$ cat config.mk
export PLATFORM = sky130hd
export DESIGN_NAME = card_status_irq
export DESIGN_NICKNAME = d
export VERILOG_FILES = /design/src/rtl/csc_pkg.sv /design/src/rtl/csc_sync.sv /design/src/rtl/csc_detect.sv /design/src/rtl/csc_latch.sv /design/src/rtl/csc_regs.sv /design/src/rtl/card_status_irq.sv
export SDC_FILE = /design/constraint.sdc
export NUM_CORES = 1
export LEC_CHECK = 0
export ABC_AREA = 1
export BUFFER_PORTS_ARGS = -buffer_cell sky130_fd_sc_hd__buf_2
export CAP_MARGIN = 40
export CORE_UTILIZATION = 51
export CTS_CLUSTER_DIAMETER = 40
export CTS_CLUSTER_SIZE = 12
export DETAILED_ROUTE_END_ITERATION = 6
export GPL_TIMING_DRIVEN = 0
export HOLD_SLACK_MARGIN = 0.02
export PLACE_DENSITY = 0.77
export SETUP_SLACK_MARGIN = 0.05
export SYNTH_ARGS = -nofsm -noshare
export SYNTH_HDL_FRONTEND = slang
export SYNTH_SLANG_ARGS = --single-unit
$ cat constraint.sdc
create_clock -name clk -period 1.42 [get_ports clk]
set_input_delay 0.071 -clock clk [delete_from_list [all_inputs] [get_ports clk]]
set_output_delay 0.071 -clock clk [all_outputs]
set_load 0.01 [all_outputs]
$ cat src/rtl/csc_pkg.sv
package csc_pkg;
  localparam int NRAW    = 6;
  localparam int NFLAG   = 5;
  localparam int DATA_W  = 8;
  localparam int IRQ_SHIFT = NFLAG;
  localparam int IRQ_W   = DATA_W - IRQ_SHIFT;

  // raw level positions (also status register bits)
  localparam int RAW_DET0  = 0;
  localparam int RAW_DET1  = 1;
  localparam int RAW_RDY   = 2;
  localparam int RAW_BWARN = 3;
  localparam int RAW_BDEAD = 4;
  localparam int RAW_GPI   = 5;
  localparam int STS_PRESENT = 6;

  // change flag positions (also enable bits)
  localparam int FLG_BDEAD = 0;
  localparam int FLG_BWARN = 1;
  localparam int FLG_RDY   = 2;
  localparam int FLG_CD    = 3;
  localparam int FLG_GPI   = 4;

  typedef enum logic [1:0] {
    SEL_STATUS = 2'd0,
    SEL_CHANGE = 2'd1,
    SEL_ENABLE = 2'd2,
    SEL_NONE   = 2'd3
  } sel_e;
endpackage

$ cat src/rtl/csc_sync.sv
module csc_sync #(
  parameter int W      = 6,
  parameter int STAGES = 2
) (
  input  logic         clk,
  input  logic         rst_n,
  input  logic [W-1:0] d,
  output logic [W-1:0] q
);
  logic [STAGES-1:0][W-1:0] stg;

  always_ff @(posedge clk or negedge rst_n) begin
    if (!rst_n) begin
      stg <= '0;
    end else begin
      for (int s = STAGES - 1; s > 0; s--) stg[s] <= stg[s-1];
      stg[0] <= d;
    end
  end

  assign q = stg[STAGES-1];
endmodule

$ cat src/rtl/csc_detect.sv
module csc_detect
  import csc_pkg::*;
#(
  parameter int SYNC_STAGES = 2
) (
  input  logic             clk,
  input  logic             rst_n,
  input  logic [NRAW-1:0]  lvl,
  output logic [NFLAG-1:0] ev
);
  // edges are ignored until the synchroniser and the history flop hold real samples
  localparam int WARM = SYNC_STAGES + 1;
  localparam int CW   = $clog2(WARM + 1);

  logic [NRAW-1:0]  prev;
  logic [CW-1:0]    warm_cnt;
  logic             armed;
  logic [NRAW-1:0]  diff;
  logic [NFLAG-1:0] ev_raw;

  assign armed = (warm_cnt == CW'(WARM));

  always_ff @(posedge clk or negedge rst_n) begin
    if (!rst_n) begin
      prev     <= '0;
      warm_cnt <= '0;
    end else begin
      prev <= lvl;
      if (!armed) warm_cnt <= warm_cnt + 1'b1;
    end
  end

  assign diff = lvl ^ prev;

  always_comb begin
    ev_raw            = '0;
    ev_raw[FLG_CD]    = diff[RAW_DET0] | diff[RAW_DET1];
    ev_raw[FLG_RDY]   = lvl[RAW_RDY] & ~prev[RAW_RDY];
    ev_raw[FLG_BWARN] = diff[RAW_BWARN];
    ev_raw[FLG_BDEAD] = diff[RAW_BDEAD];
    ev_raw[FLG_GPI]   = diff[RAW_GPI];
  end

  assign ev = armed ? ev_raw : '0;
endmodule

$ cat src/rtl/csc_latch.sv
module csc_latch
  import csc_pkg::*;
(
  input  logic             clk,
  input  logic             rst_n,
  input  logic [NFLAG-1:0] ev,
  input  logic             clr,
  output logic [NFLAG-1:0] flags
);
  always_ff @(posedge clk or negedge rst_n) begin
    if (!rst_n)   flags <= '0;
    else if (clr) flags <= ev;          // coincident events survive the clear
    else          flags <= flags | ev;
  end
endmodule

$ cat src/rtl/csc_regs.sv
module csc_regs
  import csc_pkg::*;
(
  input  logic              clk,
  input  logic              rst_n,
  input  sel_e              sel,
  input  logic              wr_en,
  input  logic [DATA_W-1:0] wdata,
  input  logic [NRAW-1:0]   lvl,
  input  logic [NFLAG-1:0]  flags,
  output logic [DATA_W-1:0] rdata,
  output logic [NFLAG-1:0]  en_mask,
  output logic [IRQ_W-1:0]  irq_sel
);
  logic [DATA_W-1:0] en_q;
  logic              present;

  always_ff @(posedge clk or negedge rst_n) begin
    if (!rst_n)                            en_q <= '0;
    else if (wr_en && sel == SEL_ENABLE)   en_q <= wdata;
  end

  assign en_mask = en_q[NFLAG-1:0];
  assign irq_sel = en_q[IRQ_SHIFT +: IRQ_W];
  assign present = lvl[RAW_DET0] & lvl[RAW_DET1];

  always_comb begin
    rdata = '0;
    unique case (sel)
      SEL_STATUS: begin
        rdata[NRAW-1:0]    = lvl;
        rdata[STS_PRESENT] = present;
      end
      SEL_CHANGE: rdata[NFLAG-1:0] = flags;
      SEL_ENABLE: rdata = en_q;
      SEL_NONE:   rdata = '0;
    endcase
  end
endmodule

$ cat src/rtl/card_status_irq.sv
module card_status_irq
  import csc_pkg::*;
#(
  parameter int SYNC_STAGES = 2
) (
  input  logic              clk,
  input  logic              rst_n,
  input  logic [1:0]        det_i,
  input  logic              ready_i,
  input  logic              bwarn_i,
  input  logic              bdead_i,
  input  logic              gpi_i,
  input  logic [1:0]        sel_i,
  input  logic              rd_en_i,
  input  logic              wr_en_i,
  input  logic [DATA_W-1:0] wdata_i,
  output logic [DATA_W-1:0] rdata_o,
  output logic              irq_o,
  output logic [IRQ_W-1:0]  irq_sel_o
);
  logic [NRAW-1:0]  raw;
  logic [NRAW-1:0]  lvl;
  logic [NFLAG-1:0] ev;
  logic [NFLAG-1:0] chg_q;
  logic [NFLAG-1:0] en_mask;
  logic             chg_clr;
  sel_e             sel;

  assign raw     = {gpi_i, bdead_i, bwarn_i, ready_i, det_i};
  assign sel     = sel_e'(sel_i);
  assign chg_clr = rd_en_i && (sel == SEL_CHANGE);

  csc_sync #(.W(NRAW), .STAGES(SYNC_STAGES)) u_sync (
    .clk(clk), .rst_n(rst_n), .d(raw), .q(lvl)
  );

  csc_detect #(.SYNC_STAGES(SYNC_STAGES)) u_det (
    .clk(clk), .rst_n(rst_n), .lvl(lvl), .ev(ev)
  );

  csc_latch u_lat (
    .clk(clk), .rst_n(rst_n), .ev(ev), .clr(chg_clr), .flags(chg_q)
  );

  csc_regs u_regs (
    .clk(clk), .rst_n(rst_n), .sel(sel), .wr_en(wr_en_i), .wdata(wdata_i),
    .lvl(lvl), .flags(chg_q), .rdata(rdata_o), .en_mask(en_mask),
    .irq_sel(irq_sel_o)
  );

  assign irq_o = |(chg_q & en_mask);
endmodule

# After elaboration in Yosys (flattened, before gate mapping)
# Index checks and enable logic that the tools add are counted.
# Widths: inputs -> output; s select.
# word_totals
register_bits	33
inputBits	20
out_inout_bits	12
elab_cells	27
# op_classes
n_addsub	1
eq_ne	4
muxes	5
bitwise_logic	7
n_reduce_logical	4
# ops
operator	count
$pmux 5 s4	1
$mux 5	2
$eq 2x2->1 const B	3
$xor 6x6->6	1
$and 5x5->5	1
$or 5x5->5	1
$reduce_or 5->1	1
$pmux 2 s2	1
$add 2x1->2 const B	1
$and 1x1->1	2
$eq 2x1->1 const B	1
$logic_and 1x1->1	2
$logic_not 2->1	1
$mux 1	1
$not 1->1	1
$or 1x1->1	1

# Longest topological paths before layout
# depth
ltp_word	5
ltp_mapped	5
ltp_nobuf	5

# Hierarchy
# From an unflattened synthesis, not the netlist that was laid out.
# unflattened
hier_cells	154
hier_area_um2	1453.9
# by_module_without_submodules
module	n_inst	cells_per_inst	area_per_inst_um2	seq_area_each_um2
csc_regs	1	69	546.8	200.2
csc_sync	1	18	345.3	300.3
csc_detect	1	33	327.8	200.2
csc_latch	1	21	185.2	125.1
card_status_irq	1	13	48.8	0.0

# Worst setup path after synthesis
# Ideal clock, no wire load.
# synth_timing
kind	flip-flop to flip-flop
from	register u_det.warm_cnt[0]
to	register u_det.warm_cnt[1]
setup_time_ns	0.125
arrival_ns	0.912
required_ns	1.295
setup_slack_ns	0.384
path_stages_with_launch	3
path_buffers	0
synth_period_minus_slack_ns	1.036
path_cell_list	dfrtp_1 > ha_1 > mux2_2
# synth_between
elab_chain_len	1
word_cells_on_any_way	2
classes_between	1 x add/sub; 1 x eq/ne
# synth_rtl
item	line	text
from (decl)	csc_detect.sv:16	logic [CW-1:0] warm_cnt;
from (signal assigned)	csc_detect.sv:29	if (!armed) warm_cnt <= warm_cnt + 1'b1;
$add 2x1->2 / $eq 2x2->1 (equally long branches)	csc_detect.sv:29, csc_detect.sv:21	
# Several ways; a longest one is shown, not always the timed one.
# A chain may end at the register's enable or synchronous reset.

# Final worst setup path
# layout_timing
from	register u_regs.en_q[3]
to	output port irq_o
# layout_between
elab_chain_len	2
# layout_rtl
item	line	text
from (decl)	csc_regs.sv:15	logic [DATA_W-1:0] en_q;
from (signal assigned)	csc_regs.sv:20	else if (wr_en && sel == SEL_ENABLE) en_q <= wdata;
$and 5x5->5	card_status_irq.sv:51	assign irq_o = |(chg_q & en_mask);
$reduce_or 5->1	card_status_irq.sv:51	
to (decl)	card_status_irq.sv:18	output logic irq_o,
# No other way between the ends.

==> run metrics <==
routed wire length about 2.6 mm; CTS H-Tree Depth 2; Final WS setup about 0.16 ns; reg2reg setup slack around 0.34 ns; slew margin rel. a little over half; DR WL/cell around 13 µm; clock sinks 33; crit end category output pin; most common cell after layout, fill and taps aside nand2_1; first-pass detailed-route iteration total 4; DRC viols 0; CTS tree built; post-synth top area cell dfrtp_1; pwr dens approximately 1200 mW/mm²; Synth cell types 19; setup repair bufs after CTS 0; chip height about 52 µm; Area contributors post-synth dfrtp_1 64%, nand2_1 13%, nand3_1 6.2%; n_diodes 0; peak supply drop about 0.94 mV; commonest cells after routing, fill and taps aside 45 x nand2_1, 33 x dfrtp_1, 31 x buf_2, 16 x nand3_1, 15 x dlygate4sd3_1; DIE WIDTH roughly 52 µm; TNS Setup 0 ns; Mean Syn Cell Area about 10 µm²; first-pass GRT wire length 4.21 mm; CTS Root Cell clkbuf_4; period utilization 89.1%; Die ar. 0.00273 mm²; share of cells above drive strength 1 ~26%; Critical Path Max Stage Delay roughly 0.42 ns; M1 WL ~1.1 mm; Max Used Layer met4; synthesized flop and latch total 33; fmax between 700 and 800 MHz; Top Ports 32; synthesized instance count 125; drt initial violations 20; Starting Density 56.0%; # nets final just under 200; synthesized net count between 100 and 150; initial antenna violation count 0; clk slew on worst S/H paths roughly 0.10 ns; routed wl met2 between 1 and 1.5 mm; Row Count 17; final hold vios 0; CP arrival approximately 1.2 ns; Clock Path Buffers 2; IO Port Bufs 30; CP cell instances nand2_1 -> nand3_1 -> nand3b_1 -> buf_2; GR Overflow Total 0; GRT Total Usage between 20% and 30%; worst hold-check path type input port to flip-flop; Tmin final 1.26 ns; total power a little over 2 mW; worst-margin pin slew 0.706 ns; Worst Setup SP u_regs.en_q[3]$_DFFE_PN0P_; DRT antenna net count 0; largest net degree at the start of global routing 34; P&R area growth vs syn 32.7%; Clk Latency, worst-skew pair approximately 0.33 ns; unrepaired setup endpoints after global routing false; WP data required 1.35 ns; vias 1047; reg2reg start u_det.warm_cnt[0]$_DFFE_PN0P_; final slew viol count 0; number of global-route vias before repair about 990; vias per cell just over 5; core box area between 0.002 and 0.0025 mm²; area of the mapped netlist between 0.001 and 0.0015 mm²; GP Congestion between 0.7 and 0.8; final setup vio count 0; Max-cap violations 0; crit-path max FO 3; leakage power 0.863 nW; top cell type's share of synthesized area 64.1%; status finished clean; Place WS between 0.3 and 0.4 ns; DPL Wire Length between 1.5 and 2 mm; Slowest-stage cell, CP dfrtp_1; crit start category flip-flop; sequential element share of the synthesized area between 60% and 70%; critical setup path kind flip-flop to output pin; Worst Skew around 0.0089 ns; met3 routed WL between 100 and 150 µm; Synth warnings 0; hold_sp wr_en_i; Num CTS Buffers 5
==> kinds of logic (layout without fill, tap and decap cells) <==
group / count (synthesis) / after routing / share of synthesized area (%)
compound gates: 8 / 8 / 3.79
buf+inv: 7 / 60 / 2.72
mux: 1 / 1 / 0.875
xor+xnor: 3 / 3 / 2.04
simple gates: 71 / 71 / 24.5
flops: 33 / 33 / 64.1
fa+ha+maj: 2 / 2 / 1.94
==> worst max-delay path: cells and delay by family (launching register included) <==
family / cells / cell delay, ns
and+or+nand+nor: 3 / 0.31
DFF: 1 / 0.42
buffers and inverters: 1 / 0.15
==> cell usage after synthesis <==
cell type,instances
nand2_1,45
dfrtp_1,33
nand3_1,16
o21ai_0,5
inv_1,4
or2_2,3
xnor2_1,3
ha_1,2
nand3b_1,2
nor2_1,2
o211ai_1,2
a22o_1,1
buf_2,1
buf_6,1
inv_2,1
mux2_2,1
nand2_2,1
nor2_4,1
nor3b_1,1
==> power by group <==
group | internal [mW] | switching [mW] | total, mW
Sequential | 1.01 | 0.0500 | 1.06
Clock | 0.420 | 0.300 | 0.721
Combinational | 0.131 | 0.144 | 0.275
==> per-stage QoR <==
step / utilization, % / hold WS (ns) / instances / instance area, µm²
6_report: 74.3 / 0.0716 / 206 / 1710
3_3_place_gp: 64.1 / 0.149 / 183 / 1470
2_1_floorplan: - / -0.225 / 125 / 1290
3_5_place_dp: 64.1 / 0.160 / 183 / 1470
4_1_cts: 74.3 / 0.0512 / 206 / 1710
5_1_grt: 74.3 / 0.0571 / 206 / 1710
==> final cells by class <==
class	instances	area [µm²]
sequential	33	826
fill	161	589
multi-input combinational	85	427
timing repair buffer	45	300
clock buffer	7	55.1
tap	28	35.0
clock inverter	1	30.0
inverter	5	18.8
buffer	2	16.3
==> layer usage <==
layer / up-vias / GRT usage (%)
met2: 35 / 38.7
met3: 9 / 8.41
met5: - / 0
li1: 508 / -
met1: 495 / 25.2
met4: 0 / 11.8
==> sequential cells by signal, summed over array words and instances, names as in the netlist <==
name / cells
u_sync.q: 6
u_det.warm_cnt: 2
u_sync.stg: 6
u_regs.en_q: 8
u_lat.flags: 5
u_det.prev: 6
==> timing repair <==
action / in CTS / in global routing
endpoints found under the setup margin: 0 / 0
hold endpoints to repair: 47 / 0
resized for setup: 0 / 0
hold buffers: 15 / 0
==> path summary, 6_finish.rpt <==
kind	end	depth (start not counted)
min in group asynchronous	u_sync.q[2]$_DFF_PN0_	2
worst min-delay path	u_regs.en_q[0]$_DFFE_PN0P_	3
worst max register to register	u_det.warm_cnt[1]$_DFFE_PN0P_	2
worst max-delay path	irq_o	4
worst min register to register	u_sync.q[5]$_DFF_PN0_	0
max in group asynchronous	u_regs.en_q[2]$_DFFE_PN0P_	2
No activity file was read; power rests on OpenSTA's default activity.
